$ cat src/rtl/lbirq_pkg.sv
// Package: shared widths and the access-size encoding of the register window.
package lbirq_pkg;
    localparam int REG_W = 16;
    localparam int BUS_W = 32;

    typedef enum logic [1:0] {
        SZ_BYTE = 2'd0,
        SZ_HALF = 2'd1,
        SZ_WORD = 2'd2,
        SZ_WORD_ALT = 2'd3
    } acc_size_e;
endpackage

$ cat src/rtl/lbirq_level_track.sv
// Module: lbirq_level_track
// Samples the device request lines into the source register every clock.
// Assumes the lines are already synchronous to clk.
module lbirq_level_track #(
    parameter int NUM_SRC = 16
) (
    input  logic               clk,
    input  logic               rst_n,
    input  logic [NUM_SRC-1:0] lvl_i,
    output logic [NUM_SRC-1:0] src_o
);
    logic [NUM_SRC-1:0] src_q;

    // Level capture: each bit follows its line, cleared by reset.
    always_ff @(posedge clk) begin
        if (!rst_n) src_q <= '0;
        else        src_q <= lvl_i;
    end

    assign src_o = src_q;

    assert_src_follows_level_R1: assert property (@(posedge clk) disable iff (!rst_n)
        1'b1 |=> (src_q == $past(lvl_i)));
endmodule

$ cat src/rtl/lbirq_lowest_enc.sv
// Module: lbirq_lowest_enc
// Converts the pending bitmap into the vector value ((lowest index + 1) << 2),
// or 0 when no bit is set. Purely combinational.
module lbirq_lowest_enc #(
    parameter int W = 16
) (
    input  logic [W-1:0] pend_i,
    output logic         any_o,
    output logic [W-1:0] vec_o
);
    localparam int IDX_W = (W > 1) ? $clog2(W) : 1;

    // Constant function: the bits whose index has bit b set.
    function automatic logic [W-1:0] sel_mask(input int b);
        logic [W-1:0] m;
        m = '0;
        for (int i = 0; i < W; i++) begin
            m[i] = ((i >> b) & 1) == 1;
        end
        return m;
    endfunction

    logic [W-1:0]   iso;
    logic [IDX_W-1:0] idx;
    logic [IDX_W:0] idx_p1;

    // Isolate the lowest set bit.
    always_comb iso = pend_i & (~pend_i + {{(W-1){1'b0}}, 1'b1});

    // One OR-reduction per index bit, over the positions where that bit is 1.
    for (genvar b = 0; b < IDX_W; b++) begin : g_idx
        localparam logic [W-1:0] SELM = sel_mask(b);
        always_comb idx[b] = |(iso & SELM);
    end

    // Vector formation with the zero case.
    always_comb begin
        any_o  = |pend_i;
        idx_p1 = {1'b0, idx} + {{IDX_W{1'b0}}, 1'b1};
        vec_o  = any_o ? W'({idx_p1, 2'b00}) : '0;
    end
endmodule

$ cat src/rtl/lbirq_regfile.sv
// Module: lbirq_regfile
// Register window: vector at halfword 0 (read-only), mask at halfword 1.
// Handles byte-lane merge and splits word accesses into two halfwords.
// Assumes the whole access completes in one cycle; reads have no side effects.
module lbirq_regfile
    import lbirq_pkg::*;
#(
    parameter int              ADDR_W   = 12,
    parameter logic [REG_W-1:0] MASK_RST = 16'h0010
) (
    input  logic              clk,
    input  logic              rst_n,
    input  logic              we_i,
    input  logic [ADDR_W-1:0] addr_i,
    input  logic [1:0]        size_i,
    input  logic [BUS_W-1:0]  wdata_i,
    input  logic [REG_W-1:0]  vec_i,
    output logic [REG_W-1:0]  mask_o,
    output logic [BUS_W-1:0]  rdata_o
);
    localparam int HW_W = ADDR_W - 1;
    localparam logic [HW_W-1:0] HW_VEC  = '0;
    localparam logic [HW_W-1:0] HW_MASK = HW_W'(1);

    logic [REG_W-1:0] mask_q, mask_d;
    logic [HW_W-1:0]  hw_lo, hw_hi;
    logic [REG_W-1:0] half_lo, half_hi;
    logic [7:0]       byte_sel;
    acc_size_e        sz;

    // Halfword selection: the access halfword and its successor.
    always_comb begin
        sz    = acc_size_e'(size_i);
        hw_lo = addr_i[ADDR_W-1:1];
        hw_hi = hw_lo + HW_W'(1);
    end

    function automatic logic [REG_W-1:0] rd_half(input logic [HW_W-1:0] h,
                                                 input logic [REG_W-1:0] vec,
                                                 input logic [REG_W-1:0] msk);
        if (h == HW_VEC)       return vec;
        else if (h == HW_MASK) return msk;
        else                   return '0;
    endfunction

    // Read path: fetch both halves, then shape by size.
    always_comb begin
        half_lo  = rd_half(hw_lo, vec_i, mask_q);
        half_hi  = rd_half(hw_hi, vec_i, mask_q);
        byte_sel = addr_i[0] ? half_lo[15:8] : half_lo[7:0];
        case (sz)
            SZ_BYTE: rdata_o = {24'h0, byte_sel};
            SZ_HALF: rdata_o = {16'h0, half_lo};
            default: rdata_o = {half_hi, half_lo};
        endcase
    end

    // Write path: only the mask is writable; bytes merge with the other lane.
    always_comb begin
        mask_d = mask_q;
        if (we_i) begin
            case (sz)
                SZ_BYTE: begin
                    if (hw_lo == HW_MASK)
                        mask_d = addr_i[0] ? {wdata_i[7:0], mask_q[7:0]}
                                           : {mask_q[15:8], wdata_i[7:0]};
                end
                SZ_HALF: begin
                    if (hw_lo == HW_MASK) mask_d = wdata_i[15:0];
                end
                default: begin
                    if (hw_lo == HW_MASK)      mask_d = wdata_i[15:0];
                    else if (hw_hi == HW_MASK) mask_d = wdata_i[31:16];
                end
            endcase
        end
    end

    // Mask storage with its reset value.
    always_ff @(posedge clk) begin
        if (!rst_n) mask_q <= MASK_RST;
        else        mask_q <= mask_d;
    end

    assign mask_o = mask_q;

    assert_mask_half_write_R4: assert property (@(posedge clk) disable iff (!rst_n)
        (we_i && size_i == 2'd1 && addr_i[ADDR_W-1:1] == HW_MASK)
        |=> (mask_q == $past(wdata_i[15:0])));

    assert_upper_lane_keeps_low_R6: assert property (@(posedge clk) disable iff (!rst_n)
        (we_i && size_i == 2'd0 && addr_i[ADDR_W-1:1] == HW_MASK && addr_i[0])
        |=> (mask_q[7:0] == $past(mask_q[7:0])));

    assert_vector_write_ignored_R8: assert property (@(posedge clk) disable iff (!rst_n)
        (we_i && size_i[1] == 1'b0 && addr_i[ADDR_W-1:1] == HW_VEC)
        |=> $stable(mask_q));
endmodule

$ cat src/rtl/lbus_irq_agg.sv
// Module: lbus_irq_agg (top)
// Level-sensitive interrupt aggregator: source tracking, enable masking,
// lowest-index vector and one combined interrupt output.
// Assumes NUM_SRC <= 16 and request lines synchronous to clk.
module lbus_irq_agg
    import lbirq_pkg::*;
#(
    parameter int              NUM_SRC  = 16,
    parameter int              ADDR_W   = 12,
    parameter logic [15:0]     MASK_RST = 16'h0010
) (
    input  logic               clk,
    input  logic               rst_n,
    input  logic [NUM_SRC-1:0] irq_lvl_i,
    input  logic               bus_we_i,
    input  logic [ADDR_W-1:0]  bus_addr_i,
    input  logic [1:0]         bus_size_i,
    input  logic [31:0]        bus_wdata_i,
    output logic [31:0]        bus_rdata_o,
    output logic               irq_o
);
    logic [NUM_SRC-1:0] src;
    logic [REG_W-1:0]   src_ext, mask, pend, vec;
    logic               any;

    lbirq_level_track #(.NUM_SRC(NUM_SRC)) i_track (
        .clk   (clk),
        .rst_n (rst_n),
        .lvl_i (irq_lvl_i),
        .src_o (src)
    );

    // Pending set: widened sources gated by the mask.
    always_comb begin
        src_ext = REG_W'(src);
        pend    = src_ext & mask;
    end

    lbirq_lowest_enc #(.W(REG_W)) i_enc (
        .pend_i (pend),
        .any_o  (any),
        .vec_o  (vec)
    );

    lbirq_regfile #(.ADDR_W(ADDR_W), .MASK_RST(MASK_RST)) i_regs (
        .clk     (clk),
        .rst_n   (rst_n),
        .we_i    (bus_we_i),
        .addr_i  (bus_addr_i),
        .size_i  (bus_size_i),
        .wdata_i (bus_wdata_i),
        .vec_i   (vec),
        .mask_o  (mask),
        .rdata_o (bus_rdata_o)
    );

    // Combined request to the CPU.
    assign irq_o = any;

    assert_irq_matches_vector_R3: assert property (@(posedge clk) disable iff (!rst_n)
        irq_o == (vec != '0));

    assert_vector_source_pending_R2: assert property (@(posedge clk) disable iff (!rst_n)
        (vec != '0) |-> ((src_ext & mask) != '0));
endmodule

$ cat config.mk
export PLATFORM = sky130hd
export DESIGN_NAME = lbus_irq_agg
export DESIGN_NICKNAME = d
export VERILOG_FILES = /design/src/rtl/lbirq_pkg.sv /design/src/rtl/lbirq_level_track.sv /design/src/rtl/lbirq_lowest_enc.sv /design/src/rtl/lbirq_regfile.sv /design/src/rtl/lbus_irq_agg.sv
export SDC_FILE = /design/constraint.sdc
export NUM_CORES = 1
export LEC_CHECK = 0
export BUFFER_PORTS_ARGS = -buffer_cell sky130_fd_sc_hd__buf_2
export CELL_PAD_IN_SITES_DETAIL_PLACEMENT = 0
export CELL_PAD_IN_SITES_GLOBAL_PLACEMENT = 1
export CORE_MARGIN = 2
export CORE_UTILIZATION = 36
export CTS_CLUSTER_DIAMETER = 40
export DETAILED_ROUTE_END_ITERATION = 10
export GPL_TIMING_DRIVEN = 0
export PLACE_DENSITY_LB_ADDON = 0.1
export SYNTH_ARGS = -nofsm -noshare
export SYNTH_HDL_FRONTEND = slang
export SYNTH_HIERARCHICAL = 1
export SYNTH_SLANG_ARGS = --single-unit
$ cat constraint.sdc
create_clock -name clk -period 3.5 [get_ports clk]
set_input_delay 0.525 -clock clk [delete_from_list [all_inputs] [get_ports clk]]
set_output_delay 0.525 -clock clk [all_outputs]
set_load 0.05 [all_outputs]
==> metrics.txt, run 1 <==
Synth Instances=297; gr usage total=0.206; Hold Vio Cnt, Final=0; Pleak=approximately 0.0016 uW; pins over their slew limit=0; Clock Skew=0 ps; Yosys top cell by area=dfxtp_1; initial antenna violation count=0; GRT overflow=0; vias in the first global route=2,386; Hold WC Path Type=primary input to flop; n_diodes=0; DRT Wirelength=7890 um; Critical Path RT=2970 ps; drt first pass iters=4; setup violators final=4; CP max stage delay=about 550 ps; Std-Cell Rows=30; sequential share of power=0.425; main flop type after synthesis=dfxtp_1; VDD IR max=around 0.32 mV; Setup CP Type=flop to output port; RSZ-0062 raised after global routing=yes; internal cell power=658 uW; vias per cell=5.14; CTS clock-pin slew for the worst setup and hold paths=70 ps; CTS Buf Count=5; Post-CTS Hold Buffers=0; Arrival @ worst endpoint=3230 ps; Die X=88.2 um; mux share of post-synthesis cell area=0.165; residual DRC count=0; pin count of the biggest net entering global routing=12; Nets=486; main combinational cell family by area after synthesis=simple AND/OR/NAND/NOR gates; Net Sw Frac=0.251; Post-DP HPWL=slightly above 6000 um; CP cell instances=and2_4 > or4_4 > or3_4 > o211ai_2 > a21o_1 > ha_2 > inv_2 > nor2_2 > nand2_1 > o211a_1 > mux4_2 > nor2b_4 > buf_6; drt initial violations=149; Area growth, synth to finish=35.8%; Synth async-reset ratio=0; Area contributors post-synth=dfxtp_1, mux2i_1, nor2_1, mux4_2, and2_1; status=complete, but fails checks; placed cell count=500; Fmax=0.267 GHz; setup TNS=-769 ps; latest clock arrival within the worst-skew pair=290 ps; violated checks=negative setup slack; CTS tree=done; Synth Area in XOR/XNOR=0; post-route insts no fill=~520; layout cells sized above 1=0.439; Post-Synth Adder-Cell Area=0.00490; Clock power frac=0.399; relative slew slack=0.163; syn avg cell area=around 8.6 sq um; Seq/Total Area, Yosys=0.251; CP Launch Type=flop; maximum level of the CTS H-tree=2; I/O pins=98; compound-cell area share of the yosys netlist=0.207; Max Cap Violations=0; final worst slack=-252 ps; Yosys cell types=52; Synth top area share=0.251; Worst Tran Pin Value=1250 ps; vias=2,658; worst r2r path cells=2; largest delay contributor family on the critical path=simple AND/OR/NAND/NOR gates; Synth Register Bits=32; Core Area=between 6000 and 7000 sq um; DIE HEIGHT=88.2 um; Routability Congestion=0.867; DIE AREA=between 7000 and 8000 sq um; power consumption=878 uW; EDFF count, synth=0; clock tree buffer depth=2; Syn. warnings=6; dpl ws=-246 ps; clock period minus worst slack=around 3800 ps; global-route wire length before repair=12,200 um; initial core utilization=0.373; Pwr Density=around 250 nW/um^2; Crit. path cell count=13; CTS root buffer=clkbuf_8; Post-Route Utilization=0.507; Cells on Worst Hold Path=2; post-synthesis simple-gate area fraction=0.298; switching power=220 uW; wire per inst=between 15 and 20 um; CTS sink count=32; Tcrit/Tclk final=1.07; combinational power share=0.175; Synth Cell Area=~2600 sq um; crit-path max FO=3; PortBufs=97; Worst Setup End Kind=output port; Buf/Inv on CP=2; critical path's slowest cell=or4_4; Final ANT Viol Nets=0
[layout make-up]
class	count	area, sq um
clock inverter	3	42.5
sequential	32	654
multi-input combinational	243	1810
fill	679	3370
inverter	8	30.0
buffer	24	155
tap	96	120
timing repair buffer	106	584
clock buffer	5	68.8
[path summary, 6_finish.rpt]
| check | startpoint | end | slack (ps) |
|---|---|---|---|
| worst max register to register | i_regs/mask_o[8] | i_regs/mask_o[8] | 2680 |
| worst min-delay path | irq_lvl_i[11] | i_track/src_o[11] | 440 |
| worst min register to register | i_regs/mask_o[11] | i_regs/mask_o[11] | 490 |
| worst max-delay path | i_regs/mask_o[10] | bus_rdata_o[4] | -250 |
[sequential cells by signal, summed over array words and instances (netlist names)]
name and cells:
i_track/src_o 16, i_regs/mask_o 16
[cell families (layout without fill, tap and decap cells)]
kind of cell / after synthesis / count (layout)
other cells: 1 / 11
mux: 32 / 32
flops: 32 / 32
simple gates: 129 / 129
buf+inv: 32 / 146
fa+ha+maj: 1 / 1
compound gates: 70 / 70
[cell usage after synthesis, types with 2 or more instances]
cell type,instances
a22oi_1,16
nor4_4,2
or3_1,2
nand3_1,2
dfxtp_1,32
mux4_2,8
nor4_1,4
nor3_1,3
mux2i_1,24
buf_2,4
and2_1,21
nand4_1,2
a32o_1,8
buf_6,2
nor3b_1,2
a21o_1,2
a221o_1,7
o21ai_1,3
nand2_1,5
o21ai_0,3
nor2_1,49
clkbuf_1,6
clkinv_1,2
a21oi_1,13
buf_4,12
a211oi_1,8
and2_2,13
or4_4,3
inv_1,5
nor2b_1,11
or2_2,2
[per-stage QoR]
| step | hold WS (ps) | area, sq um |
|---|---|---|
| finish | 435 | 3460 |
| CTS | 427 | 3440 |
| detailed placement | 568 | 3200 |
| global placement | 560 | 3200 |
| floorplan | 494 | 2590 |
| global route | 437 | 3460 |
[power groups by stage]
stage | Combinational (uW) | Clock, uW | Sequential, uW
3_3_place_gp | 151 | 0 | 384
5_1_grt | 170 | 377 | 374
2_1_floorplan | 90.3 | 0 | 383
6_report | 154 | 351 | 374
4_1_cts | 152 | 360 | 375
3_5_place_dp | 151 | 0 | 384
[placed cells by master (no fill, tap or decap), types with 8 or more instances in the layout]
cell type and count:
buf_2 96, a211oi_1 8, and2_2 15, conb_1 11, a22oi_1 16, and2_1 15
mux2i_1 24, buf_4 21, a32o_1 8, a21oi_1 13, nor2b_1 9, mux4_2 8
dfxtp_1 27, nor2_1 48
[worst reg2reg max path, stage by stage, from the launching register on]
cell and delay (ps):
dfxtp_4 370, buf_4 150, a32o_1 200
[metal layers]
metal	wire length (um)	global-route usage
met5	0	0
met2	3450	0.318
met3	693	0.0368
met4	128	0.0620
met1	3610	0.292
[repair_timing]
action,CTS,global route
pin swaps,8,4
endpoints found under the setup margin,7,5
resized for setup,25,6
buffers inserted,7,2
Note: power is estimated with default switching activity, not from simulation.
==> inputs of run 2 (changes only) <==
Settings changed: PLACE_DENSITY set to 0.84, PLACE_DENSITY_LB_ADDON 0.1 to unset.
==> metrics.txt, run 2 (same netlist as run 1, synthesis figures left out) <==
status=complete, but fails checks; violated checks=negative setup slack; CTS root buffer=clkbuf_8; setup violators final=4; maximum level of the CTS H-tree=2; commonest non-fill, non-tap cell in the layout=buf_2; GRT overflow=0; vias per cell=5.26; Hold WC Path Type=primary input to flop; RSZ-0062 raised after global routing=yes; crit-path max FO=3; sequential share of power=0.464; global-route wire length before repair=12,600 um; Max Cap Violations=0; layout cells sized above 1=0.438; Std-Cell Rows=30; drt first pass iters=5; Final ANT Viol Nets=0; Worst Setup End Kind=output port; clock period minus worst slack=3710 ps; area post-placement=3200 sq um; vias=2,714; Tcrit/Tclk final=1.06; vias in the first global route=2,561; Pleak=0.00162 uW; drt initial violations=178; CTS clock-pin slew for the worst setup and hold paths=70 ps; DIE HEIGHT=between 80 and 90 um; I/O pins=approximately 100; CTS tree=done; Nets=485; Arrival @ worst endpoint=3180 ps; DIE AREA=7780 sq um; n_diodes=0; PortBufs=97; DRT Wirelength=8060 um; VDD IR max=0.141 mV; CTS Buf Count=5; Clock power frac=0.345; Core Area=6830 sq um; combinational power share=0.191; wire per inst=~16 um; final worst slack=-208 ps; residual DRC count=0; setup TNS=-345 ps; Clock Skew=0 ps; CP Launch Type=flop; gr usage total=0.211; relative slew slack=0.214; switching power=222 uW; commonest non-fill, non-tap cells in the layout=buf_2, nor2_1, dfxtp_1; initial antenna violation count=0; Routability Congestion=0.858; Net Sw Frac=0.275; Area growth, synth to finish=35.2%; Post-CTS Hold Buffers=0; Fmax=between 0.2 and 0.3 GHz; Critical Path RT=2970 ps; Post-DP HPWL=between 6000 and 7000 um; power consumption=between 800 and 900 uW; Setup CP Type=flop to output port; clock tree buffer depth=2; Worst Tran Pin Value=1170 ps; latest clock arrival within the worst-skew pair=280 ps; pin count of the biggest net entering global routing=12; internal cell power=586 uW; Die X=roughly 88 um; CTS sink count=32; initial core utilization=0.373; post-route cell area=3450 sq um; Pwr Density=234 nW/um^2; Hold Vio Cnt, Final=0; pins over their slew limit=0
## run 2: cell count changes in the layout (fill, tap and decap cells not counted), sizes merged
cell,before,now
clkinv,3,5
clkinvlp,1,0
bufinv,1,0
buf,124,123
## run 2: path summary, 6_finish.rpt
| check | cells past startpoint | to | slack [ps] | startpoint |
|---|---|---|---|---|
| min reg2reg | 1 | i_regs/mask_o[12] | 560 | i_regs/mask_o[12] |
| min | 2 | i_track/src_o[10] | 450 | irq_lvl_i[10] |
| max | 13 | bus_rdata_o[4] | -210 | i_regs/mask_o[8] |
| max reg2reg | 2 | i_regs/mask_o[8] | 2670 | i_regs/mask_o[8] |
## run 2: metrics by stage
step	setup slack (ps)	std cells	utilization	hold WS (ps)
after detailed placement	-222	500	0.468	559
after floorplan	93.9	307	-	494
after global placement	-220	500	0.468	553
after CTS	-217	515	0.503	444
after global routing	-294	516	0.505	447
final	-208	516	0.505	449
## run 2: layout make-up
class	count	area, sq um
buffer	24	155
clock buffer	5	68.8
clock inverter	3	18.8
fill	681	3380
inverter	8	30.0
multi-input combinational	243	1820
sequential	32	656
tap	96	120
timing repair buffer	105	577
## run 2: worst max-delay path, stage by stage, from the launching register on
cell and delay [ps]:
dfxtp_4 360, and2_4 140, or4_4 550, or3_4 360, o211ai_2 140, a21o_1 160
ha_4 140, inv_2 40, nor2_1 80, nand2_1 60, o211a_1 140, mux4_2 450
nor2b_4 140, buf_6 150
## run 2: power groups by stage
| stage | clock network (uW) | registers (uW) | logic [uW] |
|---|---|---|---|
| 2_1_floorplan | 0 | 383 | 90.3 |
| 3_3_place_gp | 0 | 385 | 150 |
| 6_report | 279 | 375 | 155 |
| 3_5_place_dp | 0 | 385 | 152 |
| 5_1_grt | 304 | 375 | 170 |
| 4_1_cts | 285 | 375 | 153 |
## run 2: per-layer routing
layer  share of wire  global-route usage
met1            0.44               0.274
met2            0.47               0.353
met3           0.073              0.0481
met4           0.017              0.0523
met5               0                   0
## run 2: repair_timing
action	in CTS	in global routing
gates resized for setup	29	4
endpoints found under the setup margin	5	5
buffers inserted	7	1
pin swaps	11	2
cloned	0	0
==> inputs of run 3 (changes only) <==
Settings changed: RECOVER_POWER set to 100.
==> metrics.txt, run 3 (same netlist as run 1, synthesis figures left out) <==
status=complete, but fails checks; violated checks=negative setup slack; power consumption=slightly above 800 uW; gr usage total=0.211; pin count of the biggest net entering global routing=12; vias in the first global route=2,561; CTS sink count=32; clock period minus worst slack=between 3000 and 4000 ps; initial antenna violation count=0; Nets=485; pins over their slew limit=0; RSZ-0062 raised after global routing=yes; Clock Skew=0 ps; drt first pass iters=5; combinational power share=0.189; Pwr Density=236 nW/um^2; Arrival @ worst endpoint=about 3200 ps; drt initial violations=171; Hold Vio Cnt, Final=0; PortBufs=97; area post-placement=approximately 3200 sq um; latest clock arrival within the worst-skew pair=280 ps; Worst Tran Pin Value=1160 ps; global-route wire length before repair=around 13,000 um; met2 wire len=3770 um; vias per cell=5.24; VDD IR max=0.140 mV; switching power=221 uW; commonest non-fill, non-tap cells in the layout=buf_2, nor2_1, dfxtp_1; DRT Wirelength=8050 um; n_diodes=0; CTS tree=done; Hold EP=i_track/src_o[10]; layout cells sized above 1=0.412; Post-DP HPWL=roughly 6300 um; Tcrit/Tclk final=1.06; Max Cap Violations=0; Post-CTS Hold Buffers=0; internal cell power=584 uW; Critical Path RT=2970 ps; commonest non-fill, non-tap cell in the layout=buf_2; FF-to-FF setup slack=approximately 2700 ps; Cells on Worst Hold Path=2; initial core utilization=0.373; Pleak=0.00155 uW; HP Start=irq_lvl_i[10]; Setup CP Type=flop to output port; Std-Cell Rows=30; Core Area=6830 sq um; CP max stage delay=550 ps; post-route cell area=3410 sq um; number of fill cells in the layout=691; Area growth, synth to finish=33.8%; WL met1=3530 um; RR Startpoint=i_regs/mask_o[8]; Hold WC Path Type=primary input to flop; GRT overflow=0; sequential share of power=0.465; CTS clock-pin slew for the worst setup and hold paths=~70 ps; CTS Buf Count=5; RR Endpoint=i_regs/mask_o[8]; relative slew slack=0.222; setup violators final=4; highest metal used=met4; I/O pins=98; CTS root buffer=clkbuf_8; worst r2r path cells=2; maximum level of the CTS H-tree=2; metal3 WL=610 um; wire per inst=approximately 16 um; Worst Setup End Kind=output port; residual DRC count=0; crit-path max FO=3; clock tree buffer depth=2; CP Launch Type=flop; Final ANT Viol Nets=0; Fmax=0.270 GHz; vias=2,706; critical path's slowest cell=or4_4; final worst slack=-210 ps; CP cell instances=and2_4 > or4_4 > or3_4 > o211ai_2 > a21o_1 > ha_4 > inv_2 > nor2_1 > nand2_1 > o211a_1 > mux4_2 > nor2b_4 > buf_6; Net Sw Frac=0.275; Routability Congestion=0.858; DIE AREA=~8000 sq um; DIE HEIGHT=88.2 um; Clock power frac=0.346; Die X=88.2 um
## run 3: cell types whose count changed in the layout (fill, tap and decap cells not counted), moves of 2 or more
cell	previous run	this run
and2_1	17	15
buf_2	96	68
clkbuf_2	0	20
and2_0	0	2
clkbuf_1	6	16
## run 3: repair_timing
| item | in CTS | in global routing |
|---|---|---|
| hold endpoints to repair | 0 | 0 |
| setup buffers | 7 | 1 |
| gates resized for setup | 29 | 4 |
| endpoints found under the setup margin | 5 | 5 |
| pin swaps | 11 | 2 |
## run 3: layer usage
metal	track usage	vias to the layer above
met2	0.353	131
met5	0	-
met3	0.0481	14
li1	-	1327
met1	0.274	1234
met4	0.0523	0
## run 3: stage by stage
step                utilization  TNS [ps]  cells  setup WS (ps)  hold slack, ps
floorplan                     -         0    307           93.9             494
CTS                       0.503      -403    515           -217             444
detailed placement        0.468      -287    500           -222             559
finish                    0.500      -346    516           -210             451
global placement          0.468      -339    500           -220             553
global route              0.500      -677    516           -294             447
## run 3: how the worst max path moves through the flow
stage,startpoint,to,slack (ps)
global route,i_regs/mask_o[10],bus_rdata_o[4],-290
finish,i_regs/mask_o[8],bus_rdata_o[4],-210
floorplan,i_regs/mask_o[9],bus_rdata_o[20],90
CTS,i_regs/mask_o[10],bus_rdata_o[4],-220
global placement,i_regs/mask_o[9],bus_rdata_o[4],-220
detailed placement,i_regs/mask_o[9],bus_rdata_o[4],-220
## run 3: power groups by stage
stage               Combinational [uW]  Clock, uW  Sequential, uW
floorplan                         90.3          0             383
global placement                   150          0             385
detailed placement                 152          0             385
CTS                                153        285             375
global route                       167        304             375
finish                             152        279             375
## run 3: area by class of cell
type                            instances  area (sq um)  area share
Clock inverter                          3          18.8     0.00550
Timing Repair Buffer                  105           567       0.166
Multi-Input combinational cell        243          1810       0.530
Tap cell                               96           120      0.0352
Inverter                                8          30.0     0.00879
Clock buffer                            5          68.8      0.0202
Buffer                                 24           144      0.0421
Sequential cell                        32           656       0.192
## run 3: worst max-delay path, delay by kind of cell, from the launching register on
family / cells / cell delay, ps
flops: 1 / 360
simple gates: 6 / 1330
buf+inv: 2 / 190
fa+ha+maj: 1 / 140
compound gates: 3 / 440
mux: 1 / 450
